File: src/rtl/rsup_pkg.sv
package rsup_pkg;

  // Width of a counter that must hold values 0 .. n-1.
  function automatic int cnt_w(input int n);
    return (n > 1) ? $clog2(n) : 1;
  endfunction

  // Synchronized sense bits, in a fixed bit order.
  typedef struct packed {
    logic hi;    // active-high pad read-back
    logic lo_n;  // active-low pad read-back
    logic cs;    // chip select
  } sense_t;

  // The pads read as asserted in reset, so no false edge appears on release.
  localparam sense_t SENSE_RST = '{hi: 1'b1, lo_n: 1'b0, cs: 1'b0};

endpackage

File: src/rtl/rsup_sync.sv
module rsup_sync #(
  parameter int             W       = 3,
  parameter logic [W-1:0]   RST_VAL = '0
) (
  input  logic         clk,
  input  logic         rst_n,
  input  logic [W-1:0] d,
  output logic [W-1:0] q
);

  for (genvar b = 0; b < W; b++) begin : g_bit
    logic s1_q, s2_q;
    always_ff @(posedge clk or negedge rst_n) begin
      if (!rst_n) begin
        s1_q <= RST_VAL[b];
        s2_q <= RST_VAL[b];
      end else begin
        s1_q <= d[b];
        s2_q <= s1_q;
      end
    end
    assign q[b] = s2_q;
  end

endmodule

File: src/rtl/rsup_prescale.sv
module rsup_prescale #(
  parameter int   DIV = 125000,
  localparam int  PW  = rsup_pkg::cnt_w(DIV)
) (
  input  logic clk,
  input  logic rst_n,
  output logic tick
);

  localparam logic [PW-1:0] LAST = PW'(DIV - 1);

  logic [PW-1:0] cnt_q, cnt_d;

  assign tick = (cnt_q == LAST);

  always_comb begin
    if (tick) cnt_d = '0;
    else      cnt_d = cnt_q + 1'b1;
  end

  always_ff @(posedge clk or negedge rst_n) begin
    if (!rst_n) cnt_q <= '0;
    else        cnt_q <= cnt_d;
  end

endmodule

File: src/rtl/rsup_stretch.sv
module rsup_stretch #(
  parameter int   TICKS = 150,
  localparam int  CW    = rsup_pkg::cnt_w(TICKS)
) (
  input  logic          clk,
  input  logic          rst_n,
  input  logic          supply_ok,
  input  logic          tick,
  input  logic          trig,
  output logic          busy,
  output logic [CW-1:0] cnt
);

  localparam logic [CW-1:0] LAST = CW'(TICKS - 1);

  logic          busy_q, busy_d;
  logic [CW-1:0] cnt_q, cnt_d;
  logic          en;

  // The register only changes on a restart cause or on a tick while busy.
  assign en = !supply_ok || trig || (busy_q && tick);

  always_comb begin
    busy_d = busy_q;
    cnt_d  = cnt_q;
    if (!supply_ok || trig) begin
      busy_d = 1'b1;
      cnt_d  = '0;
    end else if (cnt_q == LAST) begin
      busy_d = 1'b0;
      cnt_d  = '0;
    end else begin
      cnt_d  = cnt_q + 1'b1;
    end
  end

  always_ff @(posedge clk or negedge rst_n) begin
    if (!rst_n) begin
      busy_q <= 1'b1;
      cnt_q  <= '0;
    end else if (en) begin
      busy_q <= busy_d;
      cnt_q  <= cnt_d;
    end
  end

  assign busy = busy_q;
  assign cnt  = cnt_q;

endmodule

File: src/rtl/rsup_watchdog.sv
module rsup_watchdog #(
  parameter int   TICKS = 1600,
  localparam int  CW    = rsup_pkg::cnt_w(TICKS)
) (
  input  logic          clk,
  input  logic          rst_n,
  input  logic          tick,
  input  logic          clr,
  output logic          timeout,
  output logic [CW-1:0] cnt
);

  localparam logic [CW-1:0] LAST = CW'(TICKS - 1);

  logic [CW-1:0] cnt_q, cnt_d;
  logic          en;

  assign timeout = tick && !clr && (cnt_q == LAST);
  assign en      = clr || tick;

  always_comb begin
    if (clr || timeout) cnt_d = '0;
    else                cnt_d = cnt_q + 1'b1;
  end

  always_ff @(posedge clk or negedge rst_n) begin
    if (!rst_n)  cnt_q <= '0;
    else if (en) cnt_q <= cnt_d;
  end

  assign cnt = cnt_q;

endmodule

File: src/rtl/reset_supervisor.sv
module reset_supervisor #(
  parameter int TICK_DIV      = 125000,
  parameter int STRETCH_TICKS = 150,
  parameter int WDOG_TICKS    = 1600
) (
  input  logic clk,
  input  logic rst_n,
  input  logic supply_ok,
  input  logic pad_hi_sense,
  input  logic pad_lo_n_sense,
  input  logic csel,
  output logic rst_hi_drv,
  output logic rst_lo_n_drv
);

  import rsup_pkg::*;

  localparam int ST_W = cnt_w(STRETCH_TICKS);
  localparam int WD_W = cnt_w(WDOG_TICKS);

  sense_t raw, sync_s, prev_q;
  logic   tick;
  logic   stretch_busy, stretch_trig;
  logic   [ST_W-1:0] st_cnt;
  logic   [WD_W-1:0] wd_cnt;
  logic   wd_timeout, wd_clr;
  logic   drive;
  logic   ext_edge, ext_level, cs_edge;

  assign raw = '{hi: pad_hi_sense, lo_n: pad_lo_n_sense, cs: csel};

  rsup_sync #(.W($bits(sense_t)), .RST_VAL(SENSE_RST)) u_sync (
    .clk   (clk),
    .rst_n (rst_n),
    .d     (raw),
    .q     (sync_s)
  );

  always_ff @(posedge clk or negedge rst_n) begin
    if (!rst_n) prev_q <= SENSE_RST;
    else        prev_q <= sync_s;
  end

  assign ext_edge  = (sync_s.hi & ~prev_q.hi) | (~sync_s.lo_n & prev_q.lo_n);
  assign ext_level = sync_s.hi | ~sync_s.lo_n;
  assign cs_edge   = sync_s.cs ^ prev_q.cs;

  rsup_prescale #(.DIV(TICK_DIV)) u_presc (
    .clk   (clk),
    .rst_n (rst_n),
    .tick  (tick)
  );

  assign drive        = ~supply_ok | stretch_busy;
  assign stretch_trig = (ext_edge & ~drive) | wd_timeout;

  rsup_stretch #(.TICKS(STRETCH_TICKS)) u_stretch (
    .clk       (clk),
    .rst_n     (rst_n),
    .supply_ok (supply_ok),
    .tick      (tick),
    .trig      (stretch_trig),
    .busy      (stretch_busy),
    .cnt       (st_cnt)
  );

  assign wd_clr = ~supply_ok | stretch_busy | ext_level | cs_edge;

  rsup_watchdog #(.TICKS(WDOG_TICKS)) u_wdog (
    .clk     (clk),
    .rst_n   (rst_n),
    .tick    (tick),
    .clr     (wd_clr),
    .timeout (wd_timeout),
    .cnt     (wd_cnt)
  );

  assign rst_hi_drv   = drive;
  assign rst_lo_n_drv = ~drive;

endmodule

File: config.mk
export PLATFORM = sky130hd
export DESIGN_NAME = reset_supervisor
export DESIGN_NICKNAME = d
export VERILOG_FILES = /design/src/rtl/rsup_pkg.sv /design/src/rtl/rsup_sync.sv /design/src/rtl/rsup_prescale.sv /design/src/rtl/rsup_stretch.sv /design/src/rtl/rsup_watchdog.sv /design/src/rtl/reset_supervisor.sv
export SDC_FILE = /design/constraint.sdc
export NUM_CORES = 1
export LEC_CHECK = 0
export ABC_AREA = 1
export BUFFER_PORTS_ARGS = -buffer_cell sky130_fd_sc_hd__buf_4
export CORE_MARGIN = 4
export CORE_UTILIZATION = 65
export DETAILED_ROUTE_END_ITERATION = 8
export PLACE_DENSITY = 0.83
export SLEW_MARGIN = 30
export SYNTH_ARGS = -nofsm -noshare
export SYNTH_HDL_FRONTEND = slang
export SYNTH_SLANG_ARGS = --single-unit
File: constraint.sdc
create_clock -name clk -period 4.4 [get_ports clk]
set_input_delay 0.66 -clock clk [delete_from_list [all_inputs] [get_ports clk]]
set_output_delay 0.66 -clock clk [all_outputs]
set_load 0.1 [all_outputs]
# == After elaboration in Yosys (flattened, before gate mapping) ==
# Cells that the tools add are included.
# word_totals
ff_bits,46
latch_bits,0
ramBits,0
romBits,0
mem_count,0
# classes
n_addsub,3
n_mul,0
div,0
magnitude_cmp,0
eq_ne,3
n_shift,0
muxes,6
n_bitwise,14
reduce_logical,11
# op_table
cell,n
$add 17x1->17 const B,1
$eq 17x17->1 const B,1
$mux 17,1
$mux 8,2
$add 11x1->11 const B,1
$eq 11x11->1 const B,1
$mux 11,1
$add 8x1->8 const B,1
$eq 8x8->1 const B,1
$or 1x1->1,6
$logic_or 1x1->1,4
$not 1->1,4
$and 1x1->1,3
$logic_and 1x1->1,3
$logic_not 1->1,2
$mux 1,2
$reduce_and 2->1,1
$reduce_bool 2->1,1
$xor 1x1->1,1

# == Logic depth before layout (Yosys ltp) ==
# Gate-level depths: netlist (run 1).
# logic_depth
depth_word,11
ltp_mapped,11
mapped_depth_nobuf,11

# == Hierarchy ==
# From an unflattened synthesis (run 1), not the netlist that was laid out.
# hier_totals
hier_cells,331
hier_area_um2,2546.2
# modules_own_cells
mod,instances,cells_each,area_each_um2
rsup_prescale,1,133,973.4
rsup_watchdog,1,92,690.7
rsup_stretch,1,78,560.5
rsup_sync,1,9,175.2
reset_supervisor,1,19,146.4

# == Worst setup path after synthesis (run 1) ==
# OpenSTA, ideal clock, no wires.
# synth_path
path_type,input -> output
start,input port supply_ok
end,output port rst_lo_n_drv
arrival_ns,1.723
required_time_ns,3.740
slack_ns,2.017
stages,2
n_path_buf,0
cell_sequence,nand2_2 inv_1
# synth_between
elab_chain_cells,3
# synth_rtl
item,line,text
"start, declared",reset_supervisor.sv:8,"input logic supply_ok,"
$not 1->1,reset_supervisor.sv:54,assign drive = ~supply_ok | stretch_busy;
$or 1x1->1,reset_supervisor.sv:54,
$not 1->1,reset_supervisor.sv:79,assign rst_lo_n_drv = ~drive;
"end, declared",reset_supervisor.sv:13,output logic rst_lo_n_drv
# Every way passes these cells.

# == Final worst setup path (run 1) ==
# layout_path
start,register u_stretch.busy_q (netlist: u_stretch.busy)
end,output port rst_hi_drv
# layout_between
elab_chain_cells,1
# layout_rtl
item,line,text
"start, declared",rsup_stretch.sv:16,"logic busy_q, busy_d;"
"start signal, assigned",rsup_stretch.sv:42,busy_q <= busy_d;
$or 1x1->1,reset_supervisor.sv:54,
"end, declared",reset_supervisor.sv:12,"output logic rst_hi_drv,"
# Every way passes these cells.

==> impl_metrics.csv, run 1 <==
group,metric,value,unit
global_route,antenna_found_initial,0,
routing,wirelength,5110,microns
critical_path,path_cells,"inv_2, nand2_2, buf_4",
critical_path,cp_top_family,"flip-flops",
global_route,grt_pass1_vias,2007,
clock_tree,cts_tree,"yes",
die,core-area,3770,sq um
timing,setup_violations,0,
die,die_w,71.5,microns
logic_synthesis,synth_top_area_share,40.1,%
global_route,grt-ovfl-total,0,
min_path,min_path_type,"in -> async",
routing,routedWlPerCell,12.5,microns
die,die_area,5110,sq um
logic_synthesis,synth-edff-count,0,
clock_tree,cts_root_buf,"clkbuf_8",
critical_path,cpMaxStageDelayCell,"dfstp_2",
placed_design,gp_congestion,0.930,
power,irDropWorstVdd,0.209,mV
timing,fin_setup_tns,0,ns
timing,max_slew_margin,52.6,%
clock_tree,numCtsBuffers,5,
routing,antenna_left,0,
final_layout,num_antenna_cells,0,
logic_synthesis,yosys-top-cells-area,"dfrtp_1 (40%), nand2_1 (13%), nand4_1 (8.4%)",
logic_synthesis,synthFlopType,"dfrtp_1",
power,p_leak,1.40,nW
logic_synthesis,yosysMostFrequentCell,"nand2_1",
routing,vias,2282,
logic_synthesis,async_reset_ff_share,100,%
logic_synthesis,syn_nets,361,
logic_synthesis,ys_top_cells_by_count,"nand2_1 (91), nor2_1 (55), inv_1 (46)",
global_route,track_usage,21.5,%
clock_tree,clock_latency,0.31,ns
clock_tree,cts_setup_buffers,0,
die,row_count,22,
power,p_sw_share,21.5,%
timing,drv_slew,0,
timing,fin_skew,0.00935,ns
final_layout,final_cell_area,2810,sq um
global_route,grt_max_degree,47,
logic_synthesis,yosys_warnings,0,
timing,finalWorstSetupSlack,2.44,ns
critical_path,arrival,1.30,ns
timing,fin_crit,1.96,ns
power,p_total,0.766,mW
placed_design,io_buffers,7,
clock_tree,htreeDepth,2,
critical_path,crit_fanout,3,
final_layout,layout.nets,370,
critical_path,critPathKind,"reg -> out",
clock_tree,cts_hold_buf,0,
logic_synthesis,yosysTopAreaCell,"dfrtp_1",
placed_design,dp_hpwl,3600,microns
critical_path,crit_path_end_kind,"output pin",
routing,drt_pre_antenna_iters,4,
power,combPwrFrac,2.2,%
power,switchingPower,0.165,mW
critical_path,crit_buf_inv,2,
power,p_seq_share,56.1,%
global_route,grt_pass1_wl,8780,microns
timing,fmax,0.511,GHz
clock_tree,cts_buffer_depth,2,
critical_path,cp.required,3.74,ns
clock_tree,cts_sinks,46,
routing,post-route-drc-count,0,
logic_synthesis,synth_cells,351,
run,cap_violations,0,
power,p_int,0.601,mW
clock_tree,ctsResizeCount,0,
die,start_util,69.4,%
timing,whs,0.346,ns
die,io_pins,8,
logic_synthesis,synthesis.area,2620,sq um
logic_synthesis,synth-seq-cells,46,
logic_synthesis,synth_area_per_cell,7.46,sq um
logic_synthesis,ys_seq_area_share,44.1,%
placed_design,post-place-ws,2.52,ns
routing,drt-vias-per-instance,5.58,
timing,worst_pin_slew,0.707,ns
timing,hold_viol,0,
timing,fin_crit_sh,44.5,%
final_layout,area_delta_synth_final,7.41,%
logic_synthesis,ys_types,24,
routing,drt_iter0_drc,230,
power,clkPwrFrac,41.8,%
run_status,status,"finished clean",
clock_tree,clk_pin_slew,0.09,ns
power,p_per_area,272,nW/um^2
timing,grt_setup_unrepaired,"no",
final_layout,drive_above_1_share,10.5,%
critical_path,start_kind,"flip-flop",
critical_path,max_stage_delay,0.55,ns
placed_design,placed_area,2700,sq um
die,die_h,71.5,microns
-- worst paths after layout --
| kind | start | endpoint | slack, ns | cells past startpoint |
|---|---|---|---|---|
| worst max-delay path | u_stretch.busy | rst_hi_drv | 2.44 | 3 |
| worst min-delay path | rst_n | u_presc.cnt_q[4] | 0.35 | 1 |
| worst max register to register | u_presc.cnt_q[0] | u_wdog.cnt[3] | 2.56 | 8 |
| worst min register to register | u_sync.g_bit[0].s1_q | u_sync.g_bit[0].s2_q | 0.36 | 0 |
| max in group asynchronous | rst_n | u_presc.cnt_q[0] | 3.66 | 1 |
| min in group clk | u_sync.g_bit[0].s1_q | u_sync.g_bit[0].s2_q | 0.36 | 0 |
-- kinds of logic after synthesis --
family | count (synthesis) | synth area share [%]
compound gates | 8 | 1.82
fa+ha+maj | 4 | 1.91
simple gates | 219 | 37.9
flops | 46 | 44.1
buf+inv | 58 | 8.84
xor+xnor | 16 | 5.35
-- per-stage QoR --
step	instances	utilization (%)
2_1_floorplan	351	-
3_3_place_gp	401	71.6
3_5_place_dp	401	71.6
4_1_cts	409	74.6
5_1_grt	409	74.6
6_report	409	74.6
-- cell type report --
cell class	count	area (sq um)
fill	286	958
clock inverter	3	45.0
timing repair buffer	7	52.6
inverter	53	199
multi-input combinational	247	1230
sequential	46	1160
clock buffer	5	68.8
tap	48	60.1
-- routing by layer --
| metal | up-vias | track usage, % | wire length, microns | part of all wire [%] |
|---|---|---|---|---|
| met3 | 9 | 3.37 | 254 | 5.0 |
| met5 | - | 0 | 0 | 0 |
| met4 | 0 | 7.93 | 89 | 1.7 |
| met1 | 1074 | 30.9 | 2400 | 47 |
| met2 | 61 | 33.0 | 2360 | 46 |
| li1 | 1138 | - | - | - |
-- sequential cells by signal (all words and copies together) (netlist names) --
signal / count
prev_q: 3
u_sync.g_bit.s2_q: 3
u_sync.g_bit.s1_q: 3
u_stretch.cnt: 8
u_wdog.cnt: 11
u_presc.cnt_q: 17
u_stretch.busy: 1
-- layout by cell type, fill, tap and decap left out, types with 6 or more instances in the layout --
cell type and count:
dfrtp_1 42, inv_2 7, nand3_1 21, nor2_1 55
xor2_1 15, buf_4 7, nand4_1 35, o21ai_0 6
inv_1 46, nand2_1 91
-- power by group through the flow --
stage               Combinational, mW  Clock, mW  Sequential, mW
floorplan                     0.00434          0           0.437
global placement               0.0168          0           0.438
detailed placement             0.0171          0           0.438
CTS                            0.0172      0.325           0.430
global route                   0.0195      0.345           0.430
finish                         0.0165      0.320           0.430
(Power assumes the default switching activity.)
==> run 2, diff against run 1 <==
Settings changed: CORE_UTILIZATION 65 to 56, PLACE_DENSITY 0.83 to 0.76.
Clock period 4.4 ns to 1.65 ns, I/O delays scaled along.
==> run 2 against run 1 <==
Compared with the run above: non-clock buffer count up 14; first-iteration DRC count is 41% lower; via count is 0.31% higher; hold slack worse by 0.29 ns; largest power group unchanged; highest routed layer unchanged.
==> impl_metrics.csv, run 2 (synthesis gave the netlist of run 1 again) <==
group,metric,value,unit
min_path,min_from,"pad_hi_sense",
power,p_seq_share,56.6,%
clock_tree,cts_sinks,46,
placed_design,io_buffers,7,
placed_design,post-place-cells,413,
routing,drt-vias-per-instance,5.35,
critical_path,timing.rr.end,"u_wdog.cnt[0]",
final_layout,top_register,"u_presc.cnt_q",
clock_tree,cts_buffer_depth,2,
final_layout,num_antenna_cells,0,
clock_tree,htreeDepth,2,
power,p_leak,1.47,nW
min_path,min_to,"u_sync.g_bit[2].s1_q",
critical_path,crit_fanout,3,
timing,fin_crit_sh,96.0,%
timing,fin_crit,1.58,ns
die,die_h,76.4,microns
timing,max_slew_margin,62.2,%
timing,fin_skew,0.00995,ns
critical_path,arrival,1.34,ns
power,combPwrFrac,2.4,%
final_layout,final_common_cell,"nand2_1",
timing,fmax,0.632,GHz
critical_path,start_kind,"flip-flop",
final_layout,drive_above_1_share,16.8,%
timing,fin_setup_tns,0,ns
routing,drt_pre_antenna_iters,5,
global_route,track_usage,19.5,%
final_layout,layout_common_cells,"nand2_1 (85), nor2_1 (53), inv_1 (44)",
routing,met3_length,188,microns
die,die_w,76.4,microns
clock_tree,cts_tree,"yes",
routing,drt_iter0_drc,136,
critical_path,crit_path_end_kind,"output pin",
placed_design,gp_congestion,0.876,
timing,setup_violations,0,
global_route,grt_pass1_vias,2091,
routing,wirelength,5470,microns
global_route,grt_max_degree,47,
die,row_count,24,
routing,wl_met1,2590,microns
power,p_sw_share,20.6,%
min_path,min_path_type,"in -> reg",
run_status,status,"finished clean",
timing,hold_viol,0,
critical_path,critPathKind,"reg -> out",
min_path,hold_path_depth,1,
final_layout,area_delta_synth_final,14.6,%
routing,dr_wl_met2,2650,microns
routing,post-route-drc-count,0,
final_layout,layout.nets,385,
clock_tree,numCtsBuffers,5,
clock_tree,clk_pin_slew,0.08,ns
timing,whs,0.0556,ns
critical_path,cp.required,1.40,ns
timing,drv_slew,0,
die,die_area,5830,sq um
clock_tree,cts_root_buf,"clkbuf_8",
global_route,grt_pass1_wl,9290,microns
power,clkPwrFrac,41.0,%
global_route,antenna_found_initial,0,
routing,top_layer,"met4",
global_route,grt-ovfl-total,0,
power,p_per_area,674,nW/um^2
routing,routedWlPerCell,12.8,microns
final_layout,largest_reg_flops,17,
critical_path,reg2reg_from,"u_presc.cnt_q[0]",
die,start_util,58.9,%
run,cap_violations,0,
routing,vias,2289,
routing,antenna_left,0,
final_layout,final_cells,428,
die,core-area,4440,sq um
timing,grt_setup_unrepaired,"yes",
power,p_total,2.02,mW
placed_design,dp_hpwl,3720,microns
clock_tree,clock_latency,0.30,ns
power,p_int,1.61,mW
critical_path,r2r_slack,0.08,ns
critical_path,crit_path_start,"u_stretch.busy",
timing,worst_pin_slew,0.566,ns
power,switchingPower,0.417,mW
critical_path,worstRegToRegCells,8,
die,io_pins,8,
power,irDropWorstVdd,0.416,mV
[run 2: cell count changes in the layout (fill, tap and decap cells not counted), sizes merged]
cell / change
clkbuf: +1
inv: -2
dlygate4sd3: +1
nand3: +1
clkinvlp: +1
buf: +13
[run 2: final cells by class]
type                            count  area, sq um
Fill cell                         379         1440
Tap cell                           52         65.1
Timing Repair Buffer               21          164
Sequential cell                    46         1160
Multi-Input combinational cell    248         1300
Clock inverter                      2         37.5
Clock buffer                        6         72.6
Inverter                           53          206
[run 2: metrics by stage]
stage / utilization (%) / instance area, sq um / setup WS, ns
final: 67.5 / 3000 / 0.0668
after global placement: 62.4 / 2770 / 0.0558
after floorplan: - / 2630 / 0.0441
after CTS: 65.6 / 2910 / 0.0162
after global routing: 67.5 / 3000 / -0.0436
after detailed placement: 62.4 / 2770 / -0.00935
[run 2: layer usage]
metal,global-route usage (%),vias to the layer above
met4,5.07,0
met3,5.20,4
li1,-,1168
met2,30.6,36
met5,0,-
met1,26.7,1081
[run 2: worst max path at each step]
stage	end	slack (ns)	cells past startpoint
floorplan	rst_lo_n_drv	0.04	3
global placement	u_wdog.cnt[5]	0.06	10
detailed placement	u_wdog.cnt[9]	-0.009	10
CTS	u_wdog.cnt[9]	0.02	10
global route	u_presc.cnt_q[14]	-0.04	9
finish	rst_hi_drv	0.07	3
[run 2: power by group through the flow]
| stage | Sequential (mW) | Combinational [mW] | Clock [mW] |
|---|---|---|---|
| after floorplan | 1.17 | 0.0116 | 0 |
| after global placement | 1.17 | 0.0456 | 0 |
| after detailed placement | 1.17 | 0.0460 | 0 |
| after CTS | 1.15 | 0.0482 | 0.858 |
| after global routing | 1.15 | 0.0566 | 0.925 |
| final | 1.15 | 0.0490 | 0.829 |
[run 2: timing repair]
action / in CTS / in global routing
hold endpoints to repair: 42 / 0
hold buffers: 1 / 0
pin swaps: 1 / 8
gates resized for setup: 2 / 15
endpoints found under the setup margin: 8 / 22
setup buffers: 2 / 3
gates cloned: 0 / 1
[run 2: worst max-delay path: stages, from the launching register on]
cell	delay, ns
dfstp_2	0.57
inv_2	0.09
nand2_4	0.09
buf_4	0.29
==> run 3, diff against run 2 <==
Settings changed: ABC_AREA 1 to not set, CORE_UTILIZATION 56 to 55, PLACE_DENSITY 0.76 to 0.75.
==> run 3 against run 2 <==
Compared with the run above: the flow now finishes with violations (setup timing); sequential share of layout area grew 1.1 points; die area is 12% lower; design area down 2.7%; clock power decreased by 12%; synthesized area is 15% lower; sequential power about the same; register-to-register slack lost 0.25 ns; clock-buffer cell count grew 2; critical endpoint is now u_stretch.cnt[4]; largest power group unchanged.
==> impl_metrics.csv, run 3 <==
group,metric,value,unit
timing,fin_crit,1.82,ns
timing,setup_violations,22,
run,cap_violations,0,
die,start_util,58.9,%
global_route,grt-ovfl-total,0,
critical_path,crit_fanout,3,
logic_synthesis,synth_cells,211,
die,die_h,71.8,microns
die,row_count,22,
critical_path,cp.required,1.83,ns
timing,whs,0.0477,ns
logic_synthesis,synth-seq-cells,46,
timing,fin_crit_sh,110,%
placed_design,io_buffers,7,
critical_path,cpMaxStageDelayCell,"dfrtp_2",
final_layout,top_register,"u_presc.cnt_q",
logic_synthesis,async_reset_ff_share,100,%
clock_tree,cts_buffer_depth,2,
power,irDropWorstVdd,0.594,mV
global_route,grt_pass1_vias,1930,
routing,vias,1946,
die,die_w,71.8,microns
final_layout,layout.nets,277,
global_route,track_usage,22.4,%
critical_path,max_stage_delay,0.46,ns
logic_synthesis,synth_top_area_share,47.0,%
clock_tree,clk_pin_slew,0.09,ns
critical_path,r2r_slack,-0.17,ns
logic_synthesis,synth-edff-count,0,
logic_synthesis,synthFlopType,"dfrtp_1",
final_layout,num_antenna_cells,0,
final_layout,final_cell_area,2920,sq um
logic_synthesis,yosysTopAreaCell,"dfrtp_1",
routing,wirelength,5780,microns
timing,max_slew_margin,61.4,%
logic_synthesis,ys_top_cells_by_count,"dfrtp_1 (42), nor2_1 (25), nand4_1 (14), xnor2_1 (14), nand2_1 (13)",
critical_path,timing.rr.end,"u_stretch.cnt[4]",
critical_path,start_kind,"flip-flop",
logic_synthesis,ys_types,46,
logic_synthesis,yosys_warnings,0,
clock_tree,htreeDepth,2,
final_layout,area_delta_synth_final,30.7,%
min_path,hold_path_depth,1,
power,p_per_area,658,nW/um^2
timing,fin_skew,0.0146,ns
logic_synthesis,yosys-top-cells-area,"dfrtp_1 (47%), xnor2_1 (5.5%), dfstp_2 (4.7%)",
final_layout,largest_reg_flops,17,
logic_synthesis,yosysMostFrequentCell,"dfrtp_1",
die,core-area,3800,sq um
critical_path,worstRegToRegCells,6,
global_route,antenna_found_initial,0,
run_status,status,"finished, violations left",
min_path,min_to,"u_sync.g_bit[0].s1_q",
critical_path,cpMostUsedCell,"nand4_1",
clock_tree,numCtsBuffers,5,
min_path,min_path_type,"in -> reg",
clock_tree,clock_latency,0.31,ns
timing,grt_setup_unrepaired,"yes",
timing,fmax,0.549,GHz
die,io_pins,8,
routing,drt-vias-per-instance,6.16,
critical_path,path_cells,"nor4b_4, and4_1, nand4_1, buf_4, nand4_1, a31oi_1",
logic_synthesis,synthesis.area,2240,sq um
routing,post-route-drc-count,0,
global_route,grt_max_degree,47,
timing,drv_slew,0,
clock_tree,cts_root_buf,"clkbuf_8",
routing,routedWlPerCell,18.3,microns
logic_synthesis,syn_nets,221,
timing,worst_pin_slew,0.580,ns
placed_design,dp_hpwl,3540,microns
timing,finalWorstSetupSlack,-0.171,ns
critical_path,crit_path_end_kind,"flip-flop",
min_path,min_from,"csel",
final_layout,layout_common_cells,"buf_4 (48), dfrtp_1 (41), nor2_1 (25)",
clock_tree,cts_tree,"yes",
critical_path,arrival,2.00,ns
timing,hold_viol,0,
critical_path,critPathKind,"reg -> reg",
routing,drt_iter0_drc,155,
placed_design,gp_congestion,0.850,
power,p_leak,1.26,nW
placed_design,placed_area,2620,sq um
routing,drt_pre_antenna_iters,4,
logic_synthesis,synth_area_per_cell,10.6,sq um
run_status,violations,"setup timing",
final_layout,drive_above_1_share,34.7,%
clock_tree,cts_sinks,46,
global_route,grt_pass1_wl,8960,microns
critical_path,reg2reg_from,"u_presc.cnt_q[7]",
logic_synthesis,ys_seq_area_share,51.7,%
die,die_area,5150,sq um
final_layout,final_common_cell,"buf_4",
routing,antenna_left,0,
-- run 3: cell types whose count changed in the layout (fill, tap and decap cells not counted), sizes merged, moves of 5 or more --
cell and change:
nand4 -20, nor2 -37, xnor2 +13, a31oi +5
xor2 -5, a211oi +5, a21oi +7, nand2 -81
nand3 -12, buf +34, inv -41
-- run 3: area by class of cell --
type / count / area [sq um]
clock buffer: 8 / 90.1
fill: 251 / 877
inverter: 10 / 37.5
multi-input combinational: 149 / 1140
sequential: 46 / 1160
tap: 48 / 60.1
timing repair buffer: 55 / 438
-- run 3: where the power goes --
group          leakage, nW  total [mW]  internal [mW]  switching (mW)
Sequential           0.599        1.15           1.14         0.00498
Combinational        0.614      0.0503         0.0171          0.0332
Clock               0.0455       0.728          0.342           0.385
-- run 3: logic make-up after synthesis --
family | synth area share [%]
and+or+nand+nor | 22.8
DFF | 51.7
AOI/OAI and AO/OA | 9.91
xor gates and xnor gates | 9.40
buffers and inverters | 3.08
adders and majority gates | 2.24
muxes | 0.895
-- run 3: worst max-delay path: cells and delay by family (launching register included) --
| kind | cells | cell delay [ns] |
|---|---|---|
| buffers and inverters | 1 | 0.22 |
| and+or+nand+nor | 4 | 0.91 |
| AOI/OAI and AO/OA | 1 | 0.09 |
| DFF | 1 | 0.46 |
-- run 3: worst max path at each step --
| stage | startpoint | to | slack (ns) | cells past startpoint |
|---|---|---|---|---|
| floorplan | u_stretch.busy | rst_hi_drv | -0.07 | 2 |
| global placement | u_presc.cnt_q[3] | u_wdog.cnt[3] | -0.07 | 6 |
| detailed placement | u_presc.cnt_q[3] | u_wdog.cnt[3] | -0.12 | 6 |
| CTS | u_presc.cnt_q[8] | u_stretch.cnt[4] | -0.08 | 6 |
| global route | u_presc.cnt_q[7] | u_stretch.cnt[3] | -0.25 | 6 |
| finish | u_presc.cnt_q[7] | u_stretch.cnt[4] | -0.17 | 6 |
-- run 3: timing repair --
item / 4_1_cts / 5_1_grt
pin swaps: 9 / 8
endpoints found under the setup margin: 21 / 25
setup buffers: 4 / 4
hold buffers: 1 / 0
gates resized for setup: 12 / 16
hold endpoints to repair: 42 / 0
-- run 3: through the flow --
| step | std cells | utilization [%] | setup WS (ns) | power [mW] | setup TNS, ns |
|---|---|---|---|---|---|
| floorplan | 211 | - | -0.0653 | 1.18 | -0.0663 |
| global placement | 299 | 69.0 | -0.0690 | 1.21 | -0.707 |
| detailed placement | 299 | 69.0 | -0.117 | 1.22 | -1.33 |
| CTS | 312 | 74.4 | -0.0750 | 1.93 | -0.831 |
| global route | 316 | 76.9 | -0.250 | 2.00 | -3.84 |
| finish | 316 | 76.9 | -0.171 | 1.92 | -2.10 |
-- run 3: routing by layer --
metal | wire length, microns | part of all wire [%] | GRT usage (%) | vias to the layer above
met3 | 294 | 5.1 | 4.63 | 23
met2 | 3030 | 52 | 38.1 | 82
met4 | 225 | 3.9 | 10.9 | 0
li1 | - | - | - | 868
met5 | 0 | 0 | 0 | -
met1 | 2230 | 39 | 27.0 | 973
